===== src/rtl/deposit_pkg.sv =====
package deposit_pkg;

  typedef enum logic [1:0] {
    MODE_COUNT   = 2'd0,
    MODE_QUARTER = 2'd1,
    MODE_NICKEL  = 2'd2
  } dep_mode_e;

endpackage


===== src/rtl/deposit_tally.sv =====
module deposit_tally #(
  parameter int CANS_PER_QUARTER = 5,
  localparam int CW = (CANS_PER_QUARTER > 2) ? $clog2(CANS_PER_QUARTER) : 1
) (
  input  logic          clk,
  input  logic          rst_n,
  input  logic          incr,
  input  logic          clear,
  output logic [CW-1:0] credit,
  output logic          at_max,
  output logic          empty
);

  localparam logic [CW-1:0] MAXV = CW'(CANS_PER_QUARTER - 1);

  always_ff @(posedge clk or negedge rst_n) begin
    if (!rst_n)     credit <= '0;
    else if (clear) credit <= '0;
    else if (incr)  credit <= credit + 1'b1;
  end

  assign at_max = (credit == MAXV);
  assign empty  = (credit == '0);

  // credit never exceeds the batch size minus one
  p_credit_range_r2: assert property (@(posedge clk) disable iff (!rst_n)
    credit <= MAXV);

  // with no request, credit holds
  p_hold_r6: assert property (@(posedge clk) disable iff (!rst_n)
    (!incr && !clear) |=> $stable(credit));

endmodule


===== src/rtl/deposit_sequencer.sv =====
module deposit_sequencer
  import deposit_pkg::*;
#(
  parameter int CANS_PER_QUARTER = 5,
  localparam int CW = (CANS_PER_QUARTER > 2) ? $clog2(CANS_PER_QUARTER) : 1
) (
  input  logic          clk,
  input  logic          rst_n,
  input  logic          can_i,
  input  logic          done_i,
  input  logic [CW-1:0] credit,
  input  logic          at_max,
  input  logic          empty,
  output logic          incr,
  output logic          clear,
  output dep_mode_e     mode,
  output logic          quarter_o,
  output logic          nickel_o
);

  dep_mode_e     mode_nx;
  logic [CW-1:0] remain, remain_nx;

  always_comb begin
    mode_nx   = mode;
    remain_nx = remain;
    incr      = 1'b0;
    clear     = 1'b0;
    unique case (mode)
      MODE_COUNT: begin
        if (can_i) begin
          if (at_max) begin
            mode_nx = MODE_QUARTER;
            clear   = 1'b1;
          end else begin
            incr = 1'b1;
          end
        end else if (done_i && !empty) begin
          mode_nx   = MODE_NICKEL;
          remain_nx = credit;
          clear     = 1'b1;
        end
      end
      MODE_QUARTER: mode_nx = MODE_COUNT;
      MODE_NICKEL: begin
        if (remain == CW'(1)) mode_nx = MODE_COUNT;
        remain_nx = remain - 1'b1;
      end
      default: mode_nx = MODE_COUNT;
    endcase
  end

  always_ff @(posedge clk or negedge rst_n) begin
    if (!rst_n) begin
      mode   <= MODE_COUNT;
      remain <= '0;
    end else begin
      mode   <= mode_nx;
      remain <= remain_nx;
    end
  end

  assign quarter_o = (mode == MODE_QUARTER);
  assign nickel_o  = (mode == MODE_NICKEL);

  // a quarter only follows a container at full batch
  p_quarter_cause_r3: assert property (@(posedge clk) disable iff (!rst_n)
    $rose(quarter_o) |-> $past(can_i && at_max));

  // quarter lasts one cycle
  p_quarter_single_r3: assert property (@(posedge clk) disable iff (!rst_n)
    quarter_o |=> !quarter_o);

  // finish with no credit stays counting
  p_empty_done_r5: assert property (@(posedge clk) disable iff (!rst_n)
    (mode == MODE_COUNT && done_i && !can_i && empty) |=> (mode == MODE_COUNT));

  // nothing pending after payout is inherited: credit is zero on return
  p_payout_clean_r7: assert property (@(posedge clk) disable iff (!rst_n)
    (mode != MODE_COUNT) |-> empty);

endmodule


===== src/rtl/deposit_return_ctrl.sv =====
module deposit_return_ctrl
  import deposit_pkg::*;
#(
  parameter int CANS_PER_QUARTER = 5
) (
  input  logic clk,
  input  logic rst_n,
  input  logic can_i,
  input  logic done_i,
  output logic quarter_o,
  output logic nickel_o
);

  localparam int CW = (CANS_PER_QUARTER > 2) ? $clog2(CANS_PER_QUARTER) : 1;

  logic [CW-1:0] credit;
  logic          at_max, empty, incr, clear;
  dep_mode_e     mode;

  deposit_tally #(.CANS_PER_QUARTER(CANS_PER_QUARTER)) u_tally (
    .clk    (clk),
    .rst_n  (rst_n),
    .incr   (incr),
    .clear  (clear),
    .credit (credit),
    .at_max (at_max),
    .empty  (empty)
  );

  deposit_sequencer #(.CANS_PER_QUARTER(CANS_PER_QUARTER)) u_seq (
    .clk       (clk),
    .rst_n     (rst_n),
    .can_i     (can_i),
    .done_i    (done_i),
    .credit    (credit),
    .at_max    (at_max),
    .empty     (empty),
    .incr      (incr),
    .clear     (clear),
    .mode      (mode),
    .quarter_o (quarter_o),
    .nickel_o  (nickel_o)
  );

  // run-length counter for the nickel burst check
  logic [CW:0] run_len;
  always_ff @(posedge clk or negedge rst_n) begin
    if (!rst_n)        run_len <= '0;
    else if (nickel_o) run_len <= run_len + 1'b1;
    else               run_len <= '0;
  end

  p_nickel_run_r4: assert property (@(posedge clk) disable iff (!rst_n)
    run_len <= (CW+1)'(CANS_PER_QUARTER - 1));

  p_exclusive_r8: assert property (@(posedge clk) disable iff (!rst_n)
    !(quarter_o && nickel_o));

endmodule


===== config.mk =====
export PLATFORM = sky130hd
export DESIGN_NAME = deposit_return_ctrl
export DESIGN_NICKNAME = d
export VERILOG_FILES = /design/src/rtl/deposit_pkg.sv /design/src/rtl/deposit_tally.sv /design/src/rtl/deposit_sequencer.sv /design/src/rtl/deposit_return_ctrl.sv
export SDC_FILE = /design/constraint.sdc
export NUM_CORES = 1
export LEC_CHECK = 0
export ABC_CLOCK_PERIOD_IN_PS = 1300
export BUFFER_PORTS_ARGS = -buffer_cell sky130_fd_sc_hd__clkbuf_2
export CAP_MARGIN = 10
export CORE_MARGIN = 3
export CORE_UTILIZATION = 32
export CTS_CLUSTER_DIAMETER = 200
export DETAILED_ROUTE_END_ITERATION = 6
export GPL_TIMING_DRIVEN = 0
export PLACE_DENSITY_LB_ADDON = 0.08
export SLEW_MARGIN = 20
export SYNTH_ARGS = -nofsm -noshare
export SYNTH_HDL_FRONTEND = slang
export SYNTH_SLANG_ARGS = --single-unit

===== constraint.sdc =====
create_clock -name clk -period 1.3 [get_ports clk]
set_clock_uncertainty 0.15 [all_clocks]
set_input_delay 0.325 -clock clk [delete_from_list [all_inputs] [get_ports clk]]
set_output_delay 0.325 -clock clk [all_outputs]
set_load 0.01 [all_outputs]

Word level (Yosys, flattened, before mapping). Index checks and enable logic that the tools add are counted.

Bits in registers: 8. Bits of input ports: 4. Output and inout port bits: 2. Word-level logic and storage cells: 39.

$add $sub $neg: 2. Eq/ne operators: 9. Multiplexer cells: 17. Reduce and logical (&&, ||, !) cells: 8.

Operator list (count): 3-bit 2-to-1 mux (4); 2-bit 2-to-1 mux (4); 1-bit 2-to-1 mux (7); 3-bit one-hot mux with 2 select lines (1); 3-bit AND reduction (2); 2-bit by 1-bit inequality test with 1-bit output (second input constant) (2); 2-bit one-hot mux with 2 select lines (1); 2-bit nonzero test (2); 3-bit by 1-bit adder with 3-bit output (second input constant) (1); 3-bit by 1-bit == test with 1-bit output (second input constant) (1); 3-bit == test (second input constant) (1); 3-bit zero test (1); 3-bit by 2-bit inequality test with 1-bit output (second input constant) (1); 3-bit inequality test (second input constant) (1); 3-bit by 1-bit subtractor with 3-bit output (second input constant) (1); 2-bit by 1-bit == test with 1-bit output (second input constant) (1); 2-bit == test (second input constant) (1); 2-bit zero test (1); 2-bit inequality test (second input constant) (1); 1-bit logical AND (1); 1-bit zero test (1).

Logic depth before layout (Yosys ltp).
Depth in word-level cells: 7. Gate-level depth with buffers: 5. Gate-level depth less buffers: 5.

Modules after synthesis. From an unflattened synthesis, not the netlist that was laid out.

Cell total of the unflattened synthesis: 46. Area total of the unflattened synthesis: 501.7 µm².

Modules (own cells, without submodules): deposit_sequencer (times used 1, cells each 30, area an instance 331.6 µm², sequential area each 125.1 µm²); deposit_tally (times used 1, cells each 16, area an instance 170.2 µm², sequential area each 75.1 µm²).

Worst setup path after synthesis. Ideal clock, no wire load.

Kind: reg-to-reg. Start point: reg u_tally.credit[0]. End point: reg u_seq.remain[0]. Library setup time: 0.133 ns. Arrival time: 1.201 ns. Data required time: 1.017 ns. Path slack: -0.184 ns. Cell stages (with the launch flop): 6. Path buffers: 0. Clock period less this slack: 1.484 ns. Cells stage by stage: dfrtp_1 inv_1 ha_1 nor2b_1 o311ai_2 o31ai_2.

Cells in the longest elaborated chain, start to end: 5. Elaborated cells on any way between the ends: 8. Those cells by class: 1 x eq/ne; 3 x mux; 4 x reduce/logical.

RTL lines: start, declared (RTL line deposit_tally.sv:9) `output logic [CW-1:0] credit,`; start signal, assigned (RTL line deposit_tally.sv:19) `else if (incr) credit <= credit + 1'b1;`; 3-bit zero test (RTL line deposit_tally.sv:23) `assign empty = (credit == '0);`; 1-bit zero test (RTL line deposit_sequencer.sv:38) `end else if (done_i && !empty) begin`; 1-bit logical AND (RTL line deposit_sequencer.sv:38); 2-bit by 1-bit inequality test with 1-bit output (no line); 3-bit AND reduction (no line); end signal, assigned (RTL line deposit_sequencer.sv:59) `remain <= remain_nx;`; end, declared (RTL line deposit_sequencer.sv:22) `logic [CW-1:0] remain, remain_nx;`.

Parallel ways exist; a longest one is shown, timed or not. The select of a mux whose other input is x is not followed. A chain may end at the register's enable or synchronous reset.

Worst setup path in the final report.
Start point: reg u_seq.mode[1]. End point: out quarter_o.

Cells in the longest elaborated chain, start to end: 1.

RTL lines: start, declared (RTL line deposit_sequencer.sv:16) `output dep_mode_e mode,`; start signal, assigned (RTL line deposit_sequencer.sv:58) `mode <= mode_nx;`; 2-bit by 1-bit == test with 1-bit output (RTL line deposit_sequencer.sv:63) `assign quarter_o = (mode == MODE_QUARTER);`; end, declared (RTL line deposit_return_ctrl.sv:10) `output logic quarter_o,`.

No other way between the ends.

==> metrics.txt <==
number of fill cells 140; Final Cycle Share 117.2%; slew of the pin with the lowest slew margin 357.8 ps; Bufs on Longest Clock Path 2; EDFF count, synth 0; Hold Crit Class in -> reg; Initial Util 35.15%; core outline area 1559 um2; RSZ-0062 raised after global routing true; final hold slack 202.0 ps; Die Ht 47.39 um; Final Critical Period 1524 ps; CTS tree done; crit path launch type flip-flop; largest family of logic cells by synthesized area compound AO/OA/AOI/OAI gates; CP Cell Sequence buf_6 -> nor2b_1 -> buf_2; Worst setup EP type output port; FFs w/ async S/R, synth 100.0%; final hold vios 0; Crit Path Max Fanout 3; Setup crit start u_seq.mode[1]; Synth Area in XOR/XNOR 0%; Worst Path Arrival 1050 ps; Final ANT Viol Nets 0; cts bufs inserted 3; final setup margin -223.6 ps; Vias 501; Diodes inserted 0; Final Non-Filler Cells 96; Post-Syn Instances 59; Final Net Count 90; post-synthesis simple-gate area fraction 22.83%; vias in the first global route 459; Syn. warnings 0; leak pwr 0.3760 nW; crit path max-delay cell type dfrtp_2; multiplexer share of the synthesized area 0%; max cap viols 0; failing checks setup timing; worst skew pair latency 260 ps; post-synthesis sequential element count 8; HPWL after DPL 847 um; Max Clock Freq 656.3 MHz; setup violators final 7; First DRT Iteration DRCs 5; # DRC 0; Mapped Avg Cell Area 9.289 um2; Yosys top cell area share 36.53%; clock root buffer clkbuf_4; Worst path max stage delay 450 ps; max_slew headroom 76.10%; Crit Path Class reg -> out; gr usage total 14.32%; WL per Instance 13.48 um; met2 wire length 623 um; Clock Sinks 8; GRT overflow 0; Main synth FF type dfrtp_1; DR WL met3 64 um; largest net degree at the start of global routing 11; DRT Wirelength 1294 um; # rows 14; Req. time, crit path 820 ps; Synth Area in Compound Gates 24.20%; H-tree depth 1; initial antenna violation count 0; Die ar. 2245 um2; area grow syn2layout 55.48%; Placed Instances 80; fraction of layout cells with a size suffix above 1 60.00%; maximum VDD drop 1002 uV; Metal-1 WL 589 um; share of the yosys chip area belonging to registers 36.53%; synth unique cells 29; Area contributors post-synth dfrtp_1 37%, ha_1 9.1%, inv_1 5.5%; FF-to-FF Start u_seq.mode[1]; vias per inst 5.219; Pwr Density 2260 nW/um2; I/O pins 6; top cells by count, synth 8 x dfrtp_1, 8 x inv_1, 4 x ha_1, 4 x o21ai_1; DR pass1 iterations 4; syn nets 67; IO Port Bufs 5; synthesized area 548.0 um2; Slew Viols, Final 0; DR top layer met4; Bufs and invs on worst path 2; Setup WS pre-CTS -163.6 ps; placer congestion estimate 0.7189; global-route wire length before repair 2111 um; clock slew at reported path FFs 60 ps; status finished, violations left; worst hold path startpoint can_i; family with the most delay on the worst path flip-flops; Die Width 47.39 um; adder-cell share of the synthesized area 9.132%; Synth area leader dfrtp_1
[power by group]
group          switching (mW)  internal, mW
Sequential              0.130         0.368
Combinational           0.544         0.684
Clock                  0.0939         0.106
[per-layer routing]
layer / vias to the layer above / track usage, %
met5: - / 0
met4: 0 / 4.972
met3: 2 / 6.897
met2: 10 / 22.19
met1: 233 / 17.20
li1: 256 / -
[cell type report]
| type | instances | area, um2 | share of cell area [%] |
|---|---|---|---|
| Tap cell | 16 | 20.02 | 2.349 |
| Buffer | 2 | 22.52 | 2.643 |
| Multi-Input combinational cell | 41 | 409.1 | 48.02 |
| Inverter | 8 | 30.03 | 3.524 |
| Sequential cell | 8 | 205.2 | 24.08 |
| Timing Repair Buffer | 18 | 142.6 | 16.74 |
| Clock buffer | 3 | 22.52 | 2.643 |
[sequential cells by signal, indices dropped and copies added, names as in the netlist]
register / flops
u_seq.mode: 2
u_seq.remain: 3
u_tally.credit: 3
[worst reg2reg max path: cells and delay by family, from the launching register on]
kind	cells	cell delay, ps
buffers and inverters	2	300
flip-flops	1	450
AO/OA/AOI/OAI	2	400
[what timing repair did]
item / CTS / global route
setup buffers: 7 / 5
endpoints found under the setup margin: 7 / 9
gates resized for setup: 10 / 20
pin swaps: 1 / 4
hold buffers: 1 / 0
endpoints found under the hold margin: 8 / 0
gates cloned: 0 / 0
[cells in the final DEF (no fill, tap or decap), drive strengths merged, types with 2 or more instances in the layout]
| cell type | count |
|---|---|
| clkbuf | 6 |
| ha | 4 |
| inv | 8 |
| o41ai | 2 |
| nor3b | 2 |
| nand2 | 3 |
| o31ai | 2 |
| dfrtp | 8 |
| nor2b | 4 |
| o21ai | 4 |
| nand2b | 3 |
| o311ai | 2 |
| buf | 16 |
| nor2 | 4 |
[per-stage QoR]
stage | setup TNS, ps | total power [mW] | area, um2 | utilization, %
after floorplan | -105.8 | 1.083 | 568.0 | -
after global placement | -649.5 | 1.260 | 613.1 | 39.33
after detailed placement | -573.8 | 1.252 | 613.1 | 39.33
after CTS | -716.2 | 1.677 | 723.2 | 46.39
after global routing | -1181 | 2.103 | 852.1 | 54.65
final | -674.3 | 1.926 | 852.1 | 54.65
[path summary, 6_finish.rpt]
kind | to | slack (ps) | cells after the start
setup reg to reg | u_tally.credit[1] | -130 | 4
setup / recovery | quarter_o | -220 | 3
hold reg to reg | u_seq.remain[1] | 360 | 2
hold / removal | u_seq.mode[0] | 200 | 3
max in group asynchronous | u_tally.credit[0] | 500 | 2
min in group asynchronous | u_tally.credit[2] | 290 | 2
[logic make-up (layout without fill, tap and decap cells)]
logic type,count (synthesis),count (layout)
AND/OR/NAND/NOR,21,21
AO/OA/AOI/OAI,16,16
buffers and inverters,10,31
flip-flops,8,8
adder cells (fa/ha/maj),4,4
(Power assumes the default switching activity.)
